## src/rtl/usb_err_pkg.sv

```systemverilog
// Shared types for the host transaction error tracker.
package usb_err_pkg;
    // Outcome of a completed IN data reception.
    typedef enum logic [1:0] {
        VERDICT_NONE = 2'd0,
        VERDICT_ACK  = 2'd1,
        VERDICT_DROP = 2'd2
    } rx_verdict_e;
endpackage

```

## src/rtl/usb_turnaround_timer.sv

```systemverilog
// Turnaround timer: counts bit ticks after an end of packet and flags a
// timeout when LIMIT ticks pass with no response start.
// Assumes eop_pulse and rx_start are single-cycle strobes; eop wins a tie.
module usb_turnaround_timer #(
    parameter int LIMIT = 19
) (
    input  logic clk,
    input  logic rst_n,
    input  logic eop_pulse,
    input  logic bit_tick,
    input  logic rx_start,
    output logic expire_now,
    output logic timeout_q
);
    localparam int TMR_W = $clog2(LIMIT + 1);

    logic             armed_q;
    logic [TMR_W-1:0] bits_q;

    // Expiry: the last tick of the window arrives with no response and no restart.
    assign expire_now = armed_q && bit_tick && !rx_start && !eop_pulse &&
                        (bits_q == TMR_W'(LIMIT - 1));

    // Window state: restart on eop, stop on response start, advance on ticks.
    always_ff @(posedge clk) begin
        if (!rst_n) begin
            armed_q   <= 1'b0;
            bits_q    <= '0;
            timeout_q <= 1'b0;
        end else begin
            timeout_q <= expire_now;
            if (eop_pulse) begin
                armed_q <= 1'b1;
                bits_q  <= '0;
            end else if (rx_start) begin
                armed_q <= 1'b0;
                bits_q  <= '0;
            end else if (armed_q && bit_tick) begin
                if (bits_q == TMR_W'(LIMIT - 1)) begin
                    armed_q <= 1'b0;
                    bits_q  <= '0;
                end else begin
                    bits_q <= bits_q + TMR_W'(1);
                end
            end
        end
    end

    a_r5_single_pulse: assert property (@(posedge clk) disable iff (!rst_n)
        timeout_q |=> !timeout_q);
    a_r6_start_blocks_timeout: assert property (@(posedge clk) disable iff (!rst_n)
        rx_start |=> !timeout_q);
    a_r7_eop_restarts: assert property (@(posedge clk) disable iff (!rst_n)
        eop_pulse |=> (!timeout_q && armed_q && bits_q == '0));
    a_r5_count_in_window: assert property (@(posedge clk) disable iff (!rst_n)
        bits_q < TMR_W'(LIMIT));
endmodule

```

## src/rtl/usb_in_handshake.sv

```systemverilog
// IN handshake decision: a completed packet is acknowledged when intact
// and storable, otherwise dropped with no handshake. The host never NAKs
// or STALLs. rx_crc_ok and rx_overrun are only meaningful with rx_end.
module usb_in_handshake
    import usb_err_pkg::*;
(
    input  logic        clk,
    input  logic        rst_n,
    input  logic        rx_end,
    input  logic        rx_crc_ok,
    input  logic        rx_overrun,
    output rx_verdict_e verdict_q
);
    rx_verdict_e verdict_d;

    // Choose the outcome for the packet finishing this cycle.
    always_comb begin
        verdict_d = VERDICT_NONE;
        if (rx_end) begin
            verdict_d = (rx_crc_ok && !rx_overrun) ? VERDICT_ACK : VERDICT_DROP;
        end
    end

    // Register the outcome as a one-cycle pulse.
    always_ff @(posedge clk) begin
        if (!rst_n) verdict_q <= VERDICT_NONE;
        else        verdict_q <= verdict_d;
    end

    a_r3_bad_crc_drops: assert property (@(posedge clk) disable iff (!rst_n)
        (rx_end && !rx_crc_ok) |=> (verdict_q == VERDICT_DROP));
    a_r4_overrun_drops: assert property (@(posedge clk) disable iff (!rst_n)
        (rx_end && rx_overrun) |=> (verdict_q == VERDICT_DROP));
    a_r2_idle_no_verdict: assert property (@(posedge clk) disable iff (!rst_n)
        !rx_end |=> (verdict_q == VERDICT_NONE));
endmodule

```

## src/rtl/usb_err_counter.sv

```systemverilog
// Per-descriptor error budget: loads from the descriptor, drops by one per
// erroring transaction, saturates at zero, and raises a sticky exhausted
// flag when a decrement reaches zero. A load wins over an error.
module usb_err_counter #(
    parameter int CNT_W = 2
) (
    input  logic             clk,
    input  logic             rst_n,
    input  logic             load,
    input  logic [CNT_W-1:0] load_val,
    input  logic             err_event,
    output logic [CNT_W-1:0] count_q,
    output logic             exhausted_q
);
    localparam logic [CNT_W-1:0] ONE = CNT_W'(1);

    // Count and exhausted-flag update.
    always_ff @(posedge clk) begin
        if (!rst_n) begin
            count_q     <= '0;
            exhausted_q <= 1'b0;
        end else if (load) begin
            count_q     <= load_val;
            exhausted_q <= 1'b0;
        end else if (err_event && count_q != '0) begin
            count_q <= count_q - ONE;
            if (count_q == ONE) exhausted_q <= 1'b1;
        end
    end

    a_r9_no_wrap: assert property (@(posedge clk) disable iff (!rst_n)
        (count_q == '0 && !load) |=> (count_q == '0));
    a_r11_load_value: assert property (@(posedge clk) disable iff (!rst_n)
        load |=> (count_q == $past(load_val) && !exhausted_q));
    a_r10_sticky: assert property (@(posedge clk) disable iff (!rst_n)
        (exhausted_q && !load) |=> exhausted_q);
    a_r8_single_step: assert property (@(posedge clk) disable iff (!rst_n)
        (err_event && !load && count_q != '0) |=> (count_q == $past(count_q) - ONE));
    a_r12_hold_without_error: assert property (@(posedge clk) disable iff (!rst_n)
        (!err_event && !load) |=> $stable(count_q));
endmodule

```

## src/rtl/usb_txn_err_tracker.sv

```systemverilog
// Top of the host transaction error tracker. Joins the IN handshake
// decision, the turnaround timer and the error budget. A CRC failure and
// a timeout expiring in the same cycle count as a single error.
module usb_txn_err_tracker
    import usb_err_pkg::*;
#(
    parameter int CNT_W         = 2,
    parameter int TIMEOUT_BITS  = 19
) (
    input  logic             clk,
    input  logic             rst_n,
    input  logic             eop_pulse,
    input  logic             bit_tick,
    input  logic             rx_start,
    input  logic             rx_end,
    input  logic             rx_crc_ok,
    input  logic             rx_overrun,
    input  logic             cnt_load,
    input  logic [CNT_W-1:0] cnt_load_val,
    output logic             send_ack,
    output logic             discard_data,
    output logic             turnaround_timeout,
    output logic [CNT_W-1:0] err_count,
    output logic             err_exhausted
);
    rx_verdict_e verdict;
    logic        expire_now;
    logic        err_event;

    usb_in_handshake u_hs (
        .clk        (clk),
        .rst_n      (rst_n),
        .rx_end     (rx_end),
        .rx_crc_ok  (rx_crc_ok),
        .rx_overrun (rx_overrun),
        .verdict_q  (verdict)
    );

    usb_turnaround_timer #(.LIMIT(TIMEOUT_BITS)) u_tmr (
        .clk        (clk),
        .rst_n      (rst_n),
        .eop_pulse  (eop_pulse),
        .bit_tick   (bit_tick),
        .rx_start   (rx_start),
        .expire_now (expire_now),
        .timeout_q  (turnaround_timeout)
    );

    // Errors that cost budget: bad CRC or timeout; an overrun alone does not.
    assign err_event = (rx_end && !rx_crc_ok) || expire_now;

    usb_err_counter #(.CNT_W(CNT_W)) u_cnt (
        .clk         (clk),
        .rst_n       (rst_n),
        .load        (cnt_load),
        .load_val    (cnt_load_val),
        .err_event   (err_event),
        .count_q     (err_count),
        .exhausted_q (err_exhausted)
    );

    // Decode the registered verdict into the outward strobes.
    assign send_ack     = (verdict == VERDICT_ACK);
    assign discard_data = (verdict == VERDICT_DROP);

    a_r2_ack_xor_drop: assert property (@(posedge clk) disable iff (!rst_n)
        !(send_ack && discard_data));
    a_r4_overrun_keeps_count: assert property (@(posedge clk) disable iff (!rst_n)
        (rx_end && rx_crc_ok && rx_overrun && !expire_now && !cnt_load) |=> $stable(err_count));
    a_r12_ack_keeps_count: assert property (@(posedge clk) disable iff (!rst_n)
        (rx_end && rx_crc_ok && !rx_overrun && !expire_now && !cnt_load) |=> $stable(err_count));
endmodule

```

## config.mk

```make
export PLATFORM = sky130hd
export DESIGN_NAME = usb_txn_err_tracker
export DESIGN_NICKNAME = d
export VERILOG_FILES = /design/src/rtl/usb_err_pkg.sv /design/src/rtl/usb_turnaround_timer.sv /design/src/rtl/usb_in_handshake.sv /design/src/rtl/usb_err_counter.sv /design/src/rtl/usb_txn_err_tracker.sv
export SDC_FILE = /design/constraint.sdc
export NUM_CORES = 1
export LEC_CHECK = 0
export BUFFER_PORTS_ARGS = -buffer_cell sky130_fd_sc_hd__clkbuf_2
export CAP_MARGIN = 20
export CELL_PAD_IN_SITES_DETAIL_PLACEMENT = 1
export CELL_PAD_IN_SITES_GLOBAL_PLACEMENT = 1
export CORE_MARGIN = 10
export CORE_UTILIZATION = 38
export CTS_BUF_LIST = sky130_fd_sc_hd__clkbuf_2 sky130_fd_sc_hd__clkbuf_4 sky130_fd_sc_hd__clkbuf_8
export DETAILED_ROUTE_END_ITERATION = 8
export PLACE_DENSITY = 0.81
export SLEW_MARGIN = 10
export SYNTH_ARGS = -nofsm -noshare
export SYNTH_HDL_FRONTEND = slang
export SYNTH_SLANG_ARGS = --single-unit
```

## constraint.sdc

```tcl
create_clock -name clk -period 1.7 [get_ports clk]
set_input_delay 0.17 -clock clk [delete_from_list [all_inputs] [get_ports clk]]
set_output_delay 0.17 -clock clk [all_outputs]
set_load 0.02 [all_outputs]
```

Word level (Yosys, flattened, before mapping) --
Index checks and enable logic that the tools add are counted.
Operators by class: muxes and demuxes 8, equal/unequal tests 4, add/subtract/negate cells 2, bitwise logic cells 1, reductions and logical operators 21
Operators with widths (number):
- 1-bit logical AND | 7
- 2-bit 2-to-1 mux | 3
- 2-bit AND reduction | 3
- 3-bit nonzero test | 2
- 5-bit by 1-bit adder with 5-bit output, second input constant | 1
- 5-bit == test, second input constant | 1
- 5-bit 2-to-1 mux | 1
- 2-bit by 1-bit == test with 1-bit output, second input constant | 2
- 1-bit logical NOT | 4
- 1-bit 2-to-1 mux | 4
- 2-bit nonzero test | 2
- 3-bit OR reduction | 1
- 2-bit == test, second input constant | 1
- 2-bit OR reduction | 1
- 2-bit by 1-bit subtractor with 2-bit output, second input constant | 1
- 1-bit logical OR | 1
- 1-bit inverter | 1
Storage, ports and cells: word-level logic and storage cells 42, register bits 12, input port bits 11

Depth between registers and ports, before layout --
depth in word-level cells 8, mapped depth 6, mapped depth without buffers 6

By module --
Synthesis repeated with hierarchy kept, for this count alone.
Second synthesis, totals: cell total of the unflattened synthesis 62, area total of the unflattened synthesis 583.1 µm²
By module, submodules not included:
- usb_turnaround_timer | times used 1, cells each 34, sequential area each 140.1 µm², area each 324.1 µm²
- usb_err_counter | times used 1, cells each 18, sequential area each 60.1 µm², area each 167.7 µm²
- usb_in_handshake | times used 1, cells each 6, sequential area each 40.0 µm², area each 65.1 µm²
- usb_txn_err_tracker | times used 1, cells each 4, sequential area each 0.0 µm², area each 26.3 µm²

Worst setup path after synthesis --
No wires, ideal clock.
path type register to register, start point register u_cnt.count_q[0], end point register u_cnt.count_q[1], setup time 0.129 ns, path slack 0.202 ns, stages on the path, launching flop included 7, data arrival time 1.369 ns, cell sequence dfxtp_1 inv_1 ha_1 nor3_1 a31oi_4 or3b_1 o311ai_1
Between the ends: longest elaborated chain between the ends 3, elaborated cells on any way between the ends 6, those cells by class add/sub: 1; mux: 2; reduce/logical: 3
RTL lines:
- from (decl) | line usb_err_counter.sv:12 | output logic [CNT_W-1:0] count_q,
- from (signal assigned) | line usb_err_counter.sv:23 | count_q <= load_val;
- from (signal assigned) | line usb_err_counter.sv:26 | count_q <= count_q - ONE;
- 2-bit by 1-bit subtractor with 2-bit output or 2-bit nonzero test (tied branches) | line usb_err_counter.sv:26, usb_err_counter.sv:25
- 2-bit 2-to-1 mux or 1-bit logical AND (tied branches) | line usb_err_counter.sv:25 | end else if (err_event && count_q != '0) begin
- 2-bit 2-to-1 mux or 2-bit nonzero test (tied branches)
Several ways; a longest one is shown, not always the timed one. The select of a mux whose other input is x is not followed. A chain may end at the register's enable or synchronous reset.

Final worst setup path --
start point register u_tmr.bits_q[0], end point register u_cnt.count_q[1]
Between the ends: longest elaborated chain between the ends 5
RTL lines:
- from (decl) | line usb_turnaround_timer.sv:18 | logic [TMR_W-1:0] bits_q;
- from (signal assigned) | line usb_turnaround_timer.sv:43 | bits_q <= bits_q + TMR_W'(1);
- 5-bit == test | line usb_turnaround_timer.sv:22 | (bits_q == TMR_W'(LIMIT - 1));
- 1-bit logical AND | line usb_turnaround_timer.sv:21 | assign expire_now = armed_q && bit_tick && !rx_start && !eop_pulse &&
- 1-bit logical OR | line usb_txn_err_tracker.sv:50 | assign err_event = (rx_end && !rx_crc_ok) || expire_now;
- 1-bit logical AND | line usb_err_counter.sv:25
- 2-bit nonzero test (no source line)
Every way passes these cells.

==> flow_summary.toml <==
[global_route]
grt_use_met1_pct = 9.47
grt.met2_usage_pct = 14.1
grt_max_degree = 9
grt_antenna_before_repair = 0
overflow = 0
track_usage_pct = 8.73
grtUsageMet3_pct = 4.08
grt_most_used_layer = "met2"
grt_pass1_vias = 514
grt_pass1_wl_um = 2340

[synth]
yosysUniqueCellTypes = 23
ys_ff_latch = 12
syn_area_um2 = 572
syn_avg_cell_area_um2 = 9.22
synth_warnings = 0
synth_cells = 62
seq_area_frac_synth_pct = 42.0
syn_nets = 77

[timing]
min_period_ns = 1.59
timing.hold.ws_ns = 0.0719
min_period_over_period_pct = 93.6
hold_viol = 0
timing.slew.headroom_pct = 76.7
setup_viol = 0
worst_pin_slew_ns = 0.350
fmax_ghz = 0.629
setup_tns_ns = 0
drv_slew = 0
grt_setup_unrepaired = "no"
clock_skew_ns = 0.00886
worst_slack_ns = 0.109

[cells_and_area]
drive_above_1_share_pct = 27.2
antenna_cells = 0
nNetsFinal = 97
area_growth_syn_to_layout_pct = 22.8
num-fill-cells = 175
final_cells = 96

[clock_tree]
cts_tree = "built"
cts_root_buf = "clkbuf_4"
ctsLongestPathBuffers = 2
cts_buffers = 3
cts.sinks = 12
htreeDepth = 1
ctsResizeCount = 0
clk_pin_slew_ns = 0.08
postCtsSetupBuffers = 0
cts.hold.buffers_added = 0
clock_latency_ns = 0.27

[placed_design]
port-buffer-count = 16
hpwl_um = 1110
routabilityCongestion = 0.734
dpl_worst_slack_ns = 0.123
place_inst = 92

[drt]
drcViolationCount = 0
firstDrtPassIters = 2
initialDrtViolationCount = 5
avgRoutedWirePerCell_um = 13.9
vias = 482
post_drt_via_cell_ratio = 5.02
final_antenna_net_count = 0
wirelength_um = 1330

[worst_hold_path]
hp-start = "rx_overrun"
hold_path_class = "input port to register"

[floorplanning]
io_pins = 17
die_area_mm2 = 0.00346
chipWidth_um = 58.8
coreArea_mm2 = 0.00137
num_rows = 13
die_h_um = 58.8
start_util_pct = 41.8

[worst_setup_path]
r2r-end = "u_cnt.count_q[1]"
r2r-start = "u_tmr.bits_q[0]"
startpoint = "u_tmr.bits_q[0]"
critPathKind = "register to register"
cp-endpoint = "u_cnt.count_q[1]"
ff2ff_path_depth = 6
required_ns = 1.88
r2r_setup_slack_ns = 0.11
worstPathArrival_ns = 1.77
end_kind = "register"
path_max_fanout = 4
start_kind = "register"

[pwr]
p_leak_uw = 0.000298
vdd.ir_drop.worst_uv = 352
power_density_mw_per_mm2 = 831
power_uw = 584

[run]
maxCapViolations = 0

[outcome]
status = "finished, final reports clean"
metal layers:
| layer | share of wire, % | vias up | wire (um) |
|---|---|---|---|
| li1 | - | 246 | - |
| met1 | 44 | 222 | 583 |
| met2 | 48 | 12 | 638 |
| met3 | 6.5 | 2 | 86 |
| met4 | 1.7 | 0 | 23 |
| met5 | 0 | - | 0 |
registers in the layout (all words and copies together), names as in the netlist:
name               cells
u_tmr.bits_q           5
u_cnt.count_q          2
u_hs.verdict_q         2
u_cnt.exhausted_q      1
u_tmr.timeout_q        1
u_tmr.armed_q          1
synthesized netlist by cell type:
cell type | count | area, um2
nor3b_1 | 2 | 15.0
nand2b_1 | 2 | 12.5
a211oi_1 | 1 | 7.51
xnor2_1 | 2 | 17.5
xor2_1 | 3 | 26.3
inv_1 | 6 | 22.5
a31oi_4 | 1 | 21.3
o311ai_1 | 1 | 8.76
and4bb_4 | 1 | 16.3
nand4_1 | 2 | 12.5
or3b_1 | 1 | 8.76
a31oi_1 | 1 | 6.26
dfxtp_1 | 12 | 240
nor3_1 | 1 | 5.00
nand2_1 | 4 | 15.0
nor2_1 | 7 | 26.3
o21ai_0 | 1 | 5.00
nand3_1 | 3 | 15.0
ha_1 | 4 | 50.1
nor2b_1 | 3 | 18.8
a21oi_1 | 2 | 10.0
and2_1 | 1 | 6.26
buf_2 | 1 | 5.00
cell type report:
| cell class | count | area [um2] | share of cell area, % |
|---|---|---|---|
| Multi-Input combinational cell | 43 | 304 | 43.3 |
| Clock buffer | 4 | 36.3 | 5.17 |
| Timing Repair Buffer | 16 | 80.1 | 11.4 |
| Inverter | 6 | 22.5 | 3.21 |
| Sequential cell | 12 | 240 | 34.2 |
| Tap cell | 15 | 18.8 | 2.67 |
how the worst min path moves through the flow:
| stage | end | slack, ns | cells past startpoint |
|---|---|---|---|
| after global routing | u_hs.verdict_q[0] | 0.07 | 2 |
| after floorplan | u_hs.verdict_q[0] | 0.25 | 1 |
| after detailed placement | u_hs.verdict_q[0] | 0.36 | 2 |
| after CTS | u_hs.verdict_q[0] | 0.07 | 2 |
| final | u_hs.verdict_q[0] | 0.07 | 2 |
| after global placement | u_hs.verdict_q[0] | 0.36 | 2 |
kinds of logic after synthesis:
| group | share of synthesized area [%] |
|---|---|
| simple gates | 26.5 |
| flops | 42.0 |
| fa+ha+maj | 8.75 |
| compound gates | 10.3 |
| xor+xnor | 7.66 |
| buf+inv | 4.81 |
power by group:
part	switching [uW]	internal, uW	total [uW]
Clock	91.7	130	222
Combinational	39.4	28.7	68.1
Sequential	4.80	289	294
Total	136	448	584
critical path, stage by stage (launching register included):
cell      delay, ns
dfxtp_1        0.40
inv_1          0.06
ha_1           0.20
and4bb_4       0.21
a31oi_4        0.19
or3b_1         0.37
o311ai_1       0.08
metrics by stage:
stage | utilization [%] | cell area [um2]
3_3_place_gp | 48.7 | 666
2_1_floorplan | - | 572
4_1_cts | 51.4 | 702
6_report | 51.4 | 702
5_1_grt | 51.4 | 702
3_5_place_dp | 48.7 | 666
cells in the final DEF (no fill, tap or decap), types with 2 or more instances in the layout:
cell type and count:
a21oi_1 2, clkbuf_2 16, clkbuf_4 3, dfxtp_1 12
ha_1 4, inv_1 6, nand2_1 4, nand2b_1 2
nand3_1 3, nand4_1 2, nor2_1 7, nor2b_1 3
nor3b_1 2, xnor2_1 2, xor2_1 3
Power figures use the tool's default switching activity.
